## src/rtl/audio_clkgen.sv

```systemverilog
module audio_clkgen #(
  parameter longint unsigned SYS_HZ = 24_576_000,
  parameter int CW = 12
) (
  input  logic       clk,
  input  logic       rst_n,
  input  logic       strap_hi,
  input  logic       strap_lo,
  input  logic       tdm_en,
  output logic       bclk,
  output logic       fsync,
  output logic [1:0] ratio_code,
  output logic       cfg_err
);
  localparam int BW = 9;
  localparam longint unsigned BASE = (SYS_HZ % 48000 == 0) ? 48000 : 44100;

  function automatic longint unsigned ratio_f(input int idx);
    longint unsigned n;
    n = idx[1] ? 128 : 256;
    if (idx[2]) return idx[1] ? 256 : 128;
    if (!idx[0]) return 64;
    if (SYS_HZ <= 48000 * n) return 256;
    if (SYS_HZ <= 96000 * n) return 128;
    return 64;
  endfunction

  function automatic longint unsigned per_frame_f(input int idx);
    longint unsigned fsx;
    fsx = idx[1] ? BASE : 2 * BASE;
    return idx[2] ? SYS_HZ / fsx : (idx[1] ? 128 : 256);
  endfunction

  function automatic bit exact_f(input int idx);
    longint unsigned fsx;
    fsx = idx[1] ? BASE : 2 * BASE;
    if (idx[2]) return (SYS_HZ % (fsx * ratio_f(idx))) == 0;
    return ((idx[1] ? 128 : 256) % ratio_f(idx)) == 0;
  endfunction

  function automatic bit bad_f(input int idx);
    longint unsigned d;
    d = per_frame_f(idx) / ratio_f(idx);
    return !exact_f(idx) || d < 2 || d[0] || (d / 2) > ((64'd1 << CW) - 1);
  endfunction

  logic [CW-1:0] half_tab  [8];
  logic [BW-1:0] rlast_tab [8];
  logic [1:0]    code_tab  [8];
  logic          err_tab   [8];

  for (genvar g = 0; g < 8; g++) begin : g_cfg
    localparam longint unsigned RAT = ratio_f(g);
    localparam longint unsigned DIV = per_frame_f(g) / RAT;
    localparam bit BAD = bad_f(g);
    assign half_tab[g]  = BAD ? '0 : CW'(DIV / 2);
    assign rlast_tab[g] = BW'(RAT - 1);
    assign code_tab[g]  = (RAT == 64) ? 2'd0 : (RAT == 128) ? 2'd1 : 2'd2;
    assign err_tab[g]   = BAD;
  end

  logic          armed, bclk_r, fsync_r;
  logic [2:0]    cfg;
  logic [CW-1:0] hcnt;
  logic [BW-1:0] bitcnt;
  wire  [2:0]    sel = {strap_hi, strap_lo, tdm_en};
  wire           run = armed & ~err_tab[cfg];

  always_ff @(posedge clk or negedge rst_n) begin
    if (!rst_n) begin
      armed <= 1'b0; cfg <= '0; hcnt <= '0; bitcnt <= '0;
      bclk_r <= 1'b0; fsync_r <= 1'b0;
    end else if (!run) begin
      armed <= 1'b1; cfg <= sel; hcnt <= '0; bitcnt <= '0;
      bclk_r <= 1'b0; fsync_r <= 1'b0;
    end else if (hcnt == half_tab[cfg] - 1'b1) begin
      hcnt   <= '0;
      bclk_r <= ~bclk_r;
      if (bclk_r) begin
        if (bitcnt == '0) begin
          cfg     <= sel;
          bitcnt  <= rlast_tab[sel];
          fsync_r <= 1'b1;
        end else begin
          bitcnt  <= bitcnt - 1'b1;
          fsync_r <= 1'b0;
        end
      end
    end else begin
      hcnt <= hcnt + 1'b1;
    end
  end

  assign bclk       = bclk_r & run;
  assign fsync      = fsync_r & run;
  assign cfg_err    = armed & err_tab[cfg];
  assign ratio_code = code_tab[cfg];


  fsync_rise_on_fall_chk: assert property (@(posedge clk) disable iff (!rst_n)
    $rose(fsync) |-> $fell(bclk));

  fsync_drop_on_fall_chk: assert property (@(posedge clk) disable iff (!rst_n)
    $fell(fsync) |-> $fell(bclk));

  cfg_hold_in_frame_chk: assert property (@(posedge clk) disable iff (!rst_n)
    $past(run) && !$rose(fsync_r) |-> $stable(cfg));

  code_legal_chk: assert property (@(posedge clk) disable iff (!rst_n)
    ratio_code != 2'd3);

  err_quiet_next_chk: assert property (@(posedge clk) disable iff (!rst_n)
    cfg_err |=> !$rose(bclk) && !$rose(fsync));
endmodule

```

## config.mk

```make
export PLATFORM = sky130hd
export DESIGN_NAME = audio_clkgen
export DESIGN_NICKNAME = d
export VERILOG_FILES = /design/src/rtl/audio_clkgen.sv
export SDC_FILE = /design/constraint.sdc
export NUM_CORES = 1
export LEC_CHECK = 0
export BUFFER_PORTS_ARGS = -buffer_cell sky130_fd_sc_hd__buf_2
export CAP_MARGIN = 20
export CORE_UTILIZATION = 61
export CTS_CLUSTER_DIAMETER = 100
export DETAILED_ROUTE_END_ITERATION = 12
export PLACE_DENSITY = 0.84
export SLEW_MARGIN = 30
export SYNTH_ARGS = -nofsm -noshare
export SYNTH_HDL_FRONTEND = slang
export SYNTH_SLANG_ARGS = --single-unit
```

## constraint.sdc

```tcl
create_clock -name clk -period 6.2 [get_ports clk]
set_input_delay 1.24 -clock clk [delete_from_list [all_inputs] [get_ports clk]]
set_output_delay 1.24 -clock clk [all_outputs]
set_load 0.01 [all_outputs]
```

==> results of run 1 <==
[state kept, by name, indices dropped and copies added, names as in the netlist]
| register | cells |
|---|---|
| hcnt | 12 |
| bclk_r | 1 |
| bitcnt | 9 |
| cfg | 3 |
| armed | 1 |
| fsync_r | 1 |
[worst max-delay path, stage by stage (launching register included)]
cell	delay, ns
dfrtp_1	0.60
inv_1	0.24
nor2_1	0.15
buf_2	0.14
[power groups by stage]
| stage | registers (W) | logic, W | clock network (W) |
|---|---|---|---|
| final | 0.000248 | 0.000267 | 0.0000759 |
| after floorplan | 0.000239 | 0.000215 | 0 |
| after detailed placement | 0.000251 | 0.000263 | 0 |
| after global placement | 0.000249 | 0.000260 | 0 |
| after CTS | 0.000247 | 0.000264 | 0.0000788 |
| after global routing | 0.000253 | 0.000297 | 0.0000844 |
[cell type report]
type                            instances  area [sq um]
Clock buffer                            4          26.3
Fill cell                             176           677
Inverter                                8          30.0
Multi-Input combinational cell        119           813
Sequential cell                        27           676
Tap cell                               28          35.0
Timing Repair Buffer                    8          40.0
[per-layer routing]
metal	up-vias	share of wire (%)	wire (microns)	global-route usage, %
met5	-	0	0	0
met4	0	2.4	74	16.2
met3	6	4.9	151	3.19
met2	46	45	1410	42.1
met1	577	47	1470	37.5
li1	588	-	-	-
[cells in the final DEF (no fill, tap or decap), types with 2 or more instances in the layout]
| master | n |
|---|---|
| nor2_1 | 19 |
| nor3_1 | 4 |
| nor4_1 | 3 |
| inv_1 | 8 |
| mux2i_1 | 3 |
| nor4_2 | 2 |
| ha_1 | 2 |
| nor3b_1 | 2 |
| buf_2 | 8 |
| o31ai_1 | 4 |
| dfrtp_1 | 27 |
| conb_1 | 2 |
| xor2_1 | 5 |
| nand4_1 | 5 |
| nand4b_1 | 3 |
| nand2_1 | 10 |
| xnor2_1 | 4 |
| nand3_1 | 7 |
| mux2_1 | 3 |
| or3_1 | 3 |
| and2_1 | 4 |
| clkbuf_4 | 3 |
| o21ai_0 | 3 |
| a21oi_1 | 5 |
| and4_1 | 2 |
| nand2b_1 | 2 |
[worst max path at each step]
| stage | start | to | depth (start not counted) |
|---|---|---|---|
| 3_5_place_dp | bitcnt[0] | cfg[1] | 6 |
| 2_1_floorplan | bitcnt[0] | cfg[0] | 6 |
| 4_1_cts | armed | bclk | 3 |
| 3_3_place_gp | bitcnt[0] | cfg[0] | 6 |
| 5_1_grt | armed | bclk | 3 |
| 6_report | armed | bclk | 3 |
[stage by stage]
| step | std cells | hold WS, ns | area (sq um) |
|---|---|---|---|
| after floorplan | 159 | 0.493 | 1540 |
| after global placement | 190 | 0.529 | 1590 |
| after detailed placement | 190 | 0.538 | 1590 |
| after CTS | 194 | 0.559 | 1620 |
| after global routing | 194 | 0.591 | 1620 |
| final | 194 | 0.559 | 1620 |
[logic make-up (layout without fill, tap and decap cells)]
family | Yosys count | after routing | share of synthesized area, %
AO/OA/AOI/OAI | 22 | 22 | 10.9
XOR/XNOR | 9 | 9 | 5.11
adder cells (fa/ha/maj) | 2 | 2 | 1.62
buffers and inverters | 13 | 20 | 3.41
flip-flops | 27 | 27 | 43.8
multiplexers | 6 | 6 | 4.14
other | 2 | 2 | 0.487
AND/OR/NAND/NOR | 78 | 78 | 30.5
==> run_results.csv, run 1 <==
group,metric,value,unit
sta,min_period_over_period,43.6,%
critical_path,crit_required,4.96,ns
worst_hold_path,hold_path_end,"hcnt[0]",
drt,first_pass_iters,4,
power,switchingPower,0.000241,W
clock_network,clockRootBuffer,"clkbuf_4",
power,power_density,365,nW/um^2
synthesis,synth_ff_type,"dfrtp_1",
critical_path,rr_worst_depth,6,
clock_network,cts_hold_buf,0,
sta,fin_ws,3.50,ns
synthesis,synth_area_leader_cell,"dfrtp_1",
critical_path,end_kind,"output port",
critical_path,r2r_start,"bitcnt[0]",
synthesis,synth_cell_types,49,
drt,drt_iter0_drc,56,
floorplan,die_h,52.3,microns
global_route,grt_antenna_before_repair,0,
placed_design,gp_congestion,0.916,
drt,wl_per_cell,16.0,microns
synthesis,post-synth-top-count-cell,"dfrtp_1",
critical_path,path_class,"reg2out",
sta,rsz0062_at_grt,"no",
synthesis,yosysSeqAreaShare,43.8,%
synthesis,syn-num-nets,166,
drt,drc,0,
synthesis,synth_common_cells,"27 x dfrtp_1, 19 x nor2_1, 10 x nand2_1",
placed_design,hpwl,2270,microns
synthesis,synthCells,159,
synthesis,synth_area_leaders,"dfrtp_1 44%, nor2_1 4.6%, xor2_1 2.8%, nand2_1 2.4%, nand3_1 2.3%",
floorplan,initial_core_util,67.1,%
sta,setup_viol,0,
drt,vias_per_cell,6.27,
global_route,first_global_vias,1226,
layout,fin_util,70.5,%
layout,nNetsFinal,174,
layout,syn_to_final_growth,5.11,%
clock_network,clock_path_buffers,2,
floorplan,die_w,52.3,microns
clock_network,cts_buffers,3,
power,p_leak,0.709,nW
layout,drive_above_1_share,12.7,%
clock_network,clk_pin_slew,0.14,ns
floorplan,die_area,2730,sq um
floorplan,rows,17,
critical_path,r2r_end,"cfg[1]",
clock_network,cts_setup_buffers,0,
placed_design,io_buffers,8,
sta,tightest_slew,0.853,ns
synthesis,synth_top_area_share,43.8,%
worst_hold_path,hold_depth,1,
power,swShare,40.7,%
worst_hold_path,min_from,"hcnt[0]",
clock_network,clock_latency,0.32,ns
floorplan,io_pins,10,
global_route,grt_overflow,0,
synthesis,synthArstFlopShare,100,%
global_route,grtUsageTotal,27.5,%
power,pwr-share-comb,45.2,%
sta,fin_crit,2.70,ns
worst_hold_path,worstHoldPathType,"reg2reg",
run_status,run_status,"finished clean",
sta,max_freq,370,MHz
flow_run,maxCapViolCount,0,
sta,fin_skew,0.00197,ns
clock_network,cts_num_sinks,27,
sta,relSlewSlack,42.7,%
sta,hold_viol,0,
global_route,grt_max_degree,28,
critical_path,reg2reg_slack,3.73,ns
global_route,grt_pass1_wl,5460,microns
synthesis,post_synth_instance_area,1540,sq um
drt,dr_total_vias,1217,
clock_network,cts_tree,"yes",
sta,finalMaxSlewViolations,0,
critical_path,crit_arrival,1.46,ns
synthesis,ys_warn_count,0,
synthesis,ys_ff_latch,27,
synthesis,synth_edf_count,0,
placed_design,place_ws,3.75,ns
power,finalPower,0.000591,W
critical_path,cp_max_fo,12,
clock_network,h-tree-depth,1,
power,ir_drop,216,uV
synthesis,avgSynthCellArea,9.69,sq um
power,p_int,0.000350,W
clock_network,cts_resized,0,
critical_path,startpoint_type,"register",
power,p_clk_share,12.8,%
drt,wirelength,3100,microns
sta,fin_setup_tns,0,ns
power,p_seq_share,42.0,%
floorplan,core,2300,sq um
drt,ant_nets,0,
layout,n_antenna_cell,0,
Note: power is estimated with default switching activity, not from simulation.
==> run 2: changes to the inputs <==
--- a/config.mk
+++ b/config.mk
@@ -7,10 +7,11 @@
 export LEC_CHECK = 0
 export BUFFER_PORTS_ARGS = -buffer_cell sky130_fd_sc_hd__buf_2
 export CAP_MARGIN = 20
-export CORE_UTILIZATION = 61
+export CORE_ASPECT_RATIO = 0.5
+export CORE_UTILIZATION = 53
 export CTS_CLUSTER_DIAMETER = 100
 export DETAILED_ROUTE_END_ITERATION = 12
-export PLACE_DENSITY = 0.84
+export PLACE_DENSITY = 0.78
 export SLEW_MARGIN = 30
 export SYNTH_ARGS = -nofsm -noshare
 export SYNTH_HDL_FRONTEND = slang
==> constraint.sdc (replaced) <==
create_clock -name clk -period 2.39 [get_ports clk]
set_input_delay 0.478 -clock clk [delete_from_list [all_inputs] [get_ports clk]]
set_output_delay 0.478 -clock clk [all_outputs]
set_load 0.01 [all_outputs]
==> run_results.csv, run 2 (synthesis results as in run 1) <==
group,metric,value,unit
run_status,run_status,"finished clean",
critical_path,crit_required,2.56,ns
clock_network,cts_num_sinks,27,
critical_path,crit_arrival,2.50,ns
flow_run,maxCapViolCount,0,
drt,drt_iter0_drc,125,
worst_hold_path,worstHoldPathType,"in2async",
global_route,grt_antenna_before_repair,0,
floorplan,die_w,78.3,microns
drt,wl_per_cell,14.8,microns
layout,top_register,"hcnt",
sta,finalMaxSlewViolations,0,
sta,setup_viol,0,
sta,fin_skew,0.00152,ns
drt,vias_per_cell,5.82,
sta,tightest_slew,0.600,ns
clock_network,cts_tree,"yes",
layout,final_common_cell,"dfrtp_1",
sta,relSlewSlack,60.0,%
drt,ant_nets,0,
floorplan,die_h,40.1,microns
placed_design,hpwl,2150,microns
critical_path,cp_max_fo,3,
floorplan,core,2670,sq um
layout,nNetsFinal,179,
critical_path,reg2reg_slack,0.07,ns
placed_design,gp_congestion,0.872,
critical_path,end_kind,"register",
clock_network,clk_pin_slew,0.09,ns
power,ir_drop,441,uV
clock_network,clock_latency,0.28,ns
power,p_clk_share,15.9,%
drt,drc,0,
power,switchingPower,0.000670,W
critical_path,rr_worst_depth,6,
clock_network,h-tree-depth,1,
sta,min_period_over_period,97.2,%
drt,first_pass_iters,4,
power,power_density,998,nW/um^2
critical_path,startpoint_type,"register",
power,p_int,0.00103,W
sta,hold_viol,0,
power,p_leak,0.752,nW
sta,hold_ws,0.193,ns
power,pwr-share-comb,46.1,%
layout,n_antenna_cell,0,
clock_network,clock_path_buffers,2,
sta,max_freq,430,MHz
power,swShare,39.4,%
critical_path,path_class,"reg2reg",
global_route,first_global_vias,1059,
layout,largest_reg_flops,12,
floorplan,io_pins,10,
layout,final_cell_mix,"27 x dfrtp_1, 19 x nor2_1, 10 x nand2_1, 8 x buf_2, 7 x nand3_1",
layout,fin_util,63.8,%
clock_network,clockRootBuffer,"clkbuf_8",
global_route,grt_overflow,0,
floorplan,initial_core_util,57.8,%
sta,fin_setup_tns,0,ns
layout,syn_to_final_growth,10.5,%
global_route,grtUsageTotal,21.5,%
drt,dr_total_vias,1211,
global_route,grt_pass1_wl,4910,microns
critical_path,r2r_start,"bitcnt[1]",
floorplan,die_area,3140,sq um
sta,rsz0062_at_grt,"no",
layout,reg_top3,"hcnt x12, bitcnt x9, cfg x3",
placed_design,io_buffers,8,
critical_path,r2r_end,"cfg[0]",
global_route,grt_max_degree,28,
clock_network,cts_hold_buf,0,
sta,fin_crit,2.32,ns
clock_network,cts_buffers,3,
layout,drive_above_1_share,18.7,%
power,p_seq_share,38.0,%
drt,wirelength,3090,microns
floorplan,rows,13,
[run 2: cell types whose count changed in the layout (fill, tap and decap cells not counted), sizes merged]
cell,change
buf,+5
clkbuf,-1
clkinvlp,+1
[run 2: final cells by class]
cell class / count / area [sq um]
clock buffers: 3 / 41.3
multi-input cells: 119 / 825
well taps: 37 / 46.3
fillers: 218 / 965
repair buffers: 13 / 77.6
clock inverters: 1 / 7.51
flip-flops and latches: 27 / 676
inverters: 8 / 30.0
[run 2: worst max path at each step]
stage / start / endpoint / slack (ns) / cells past startpoint
global placement: bitcnt[0] / cfg[0] / 0.12 / 6
detailed placement: bitcnt[0] / cfg[0] / 0.07 / 6
CTS: bitcnt[0] / cfg[0] / 0.05 / 6
floorplan: bitcnt[0] / cfg[0] / 0.1 / 6
global route: bitcnt[1] / cfg[0] / 0.02 / 6
finish: bitcnt[1] / cfg[0] / 0.07 / 6
[run 2: what timing repair did]
action                                  CTS  global route
setup buffers                             0             2
endpoints found under the setup margin    0             3
resized for setup                         0             5
[run 2: per-stage QoR]
step	setup slack (ns)	instance area (sq um)	total power, W	instances
finish	0.0661	1700	0.00170	208
global route	0.0203	1700	0.00181	208
CTS	0.0458	1680	0.00165	206
detailed placement	0.0669	1630	0.00137	202
global placement	0.123	1630	0.00136	202
floorplan	0.0966	1540	0.00118	159
[run 2: power groups by stage]
stage,Clock (W),Combinational [W],Sequential [W]
2_1_floorplan,0,0.000558,0.000620
4_1_cts,0.000274,0.000736,0.000640
6_report,0.000270,0.000783,0.000646
5_1_grt,0.000293,0.000851,0.000661
3_3_place_gp,0,0.000715,0.000644
3_5_place_dp,0,0.000725,0.000647
[run 2: metal layers]
metal	vias to the layer above	GRT usage (%)	routed length [microns]
li1	594	-	-
met2	25	35.7	1350
met3	8	5.45	96
met1	584	27.9	1560
met5	-	0	0
met4	0	8.80	70
[run 2: critical path: stages (launching register included)]
cell and delay (ns):
dfrtp_1 0.42, inv_2 0.07, ha_1 0.15, or4b_4 0.47
or3_4 0.36, o41ai_4 0.41, mux2_4 0.34
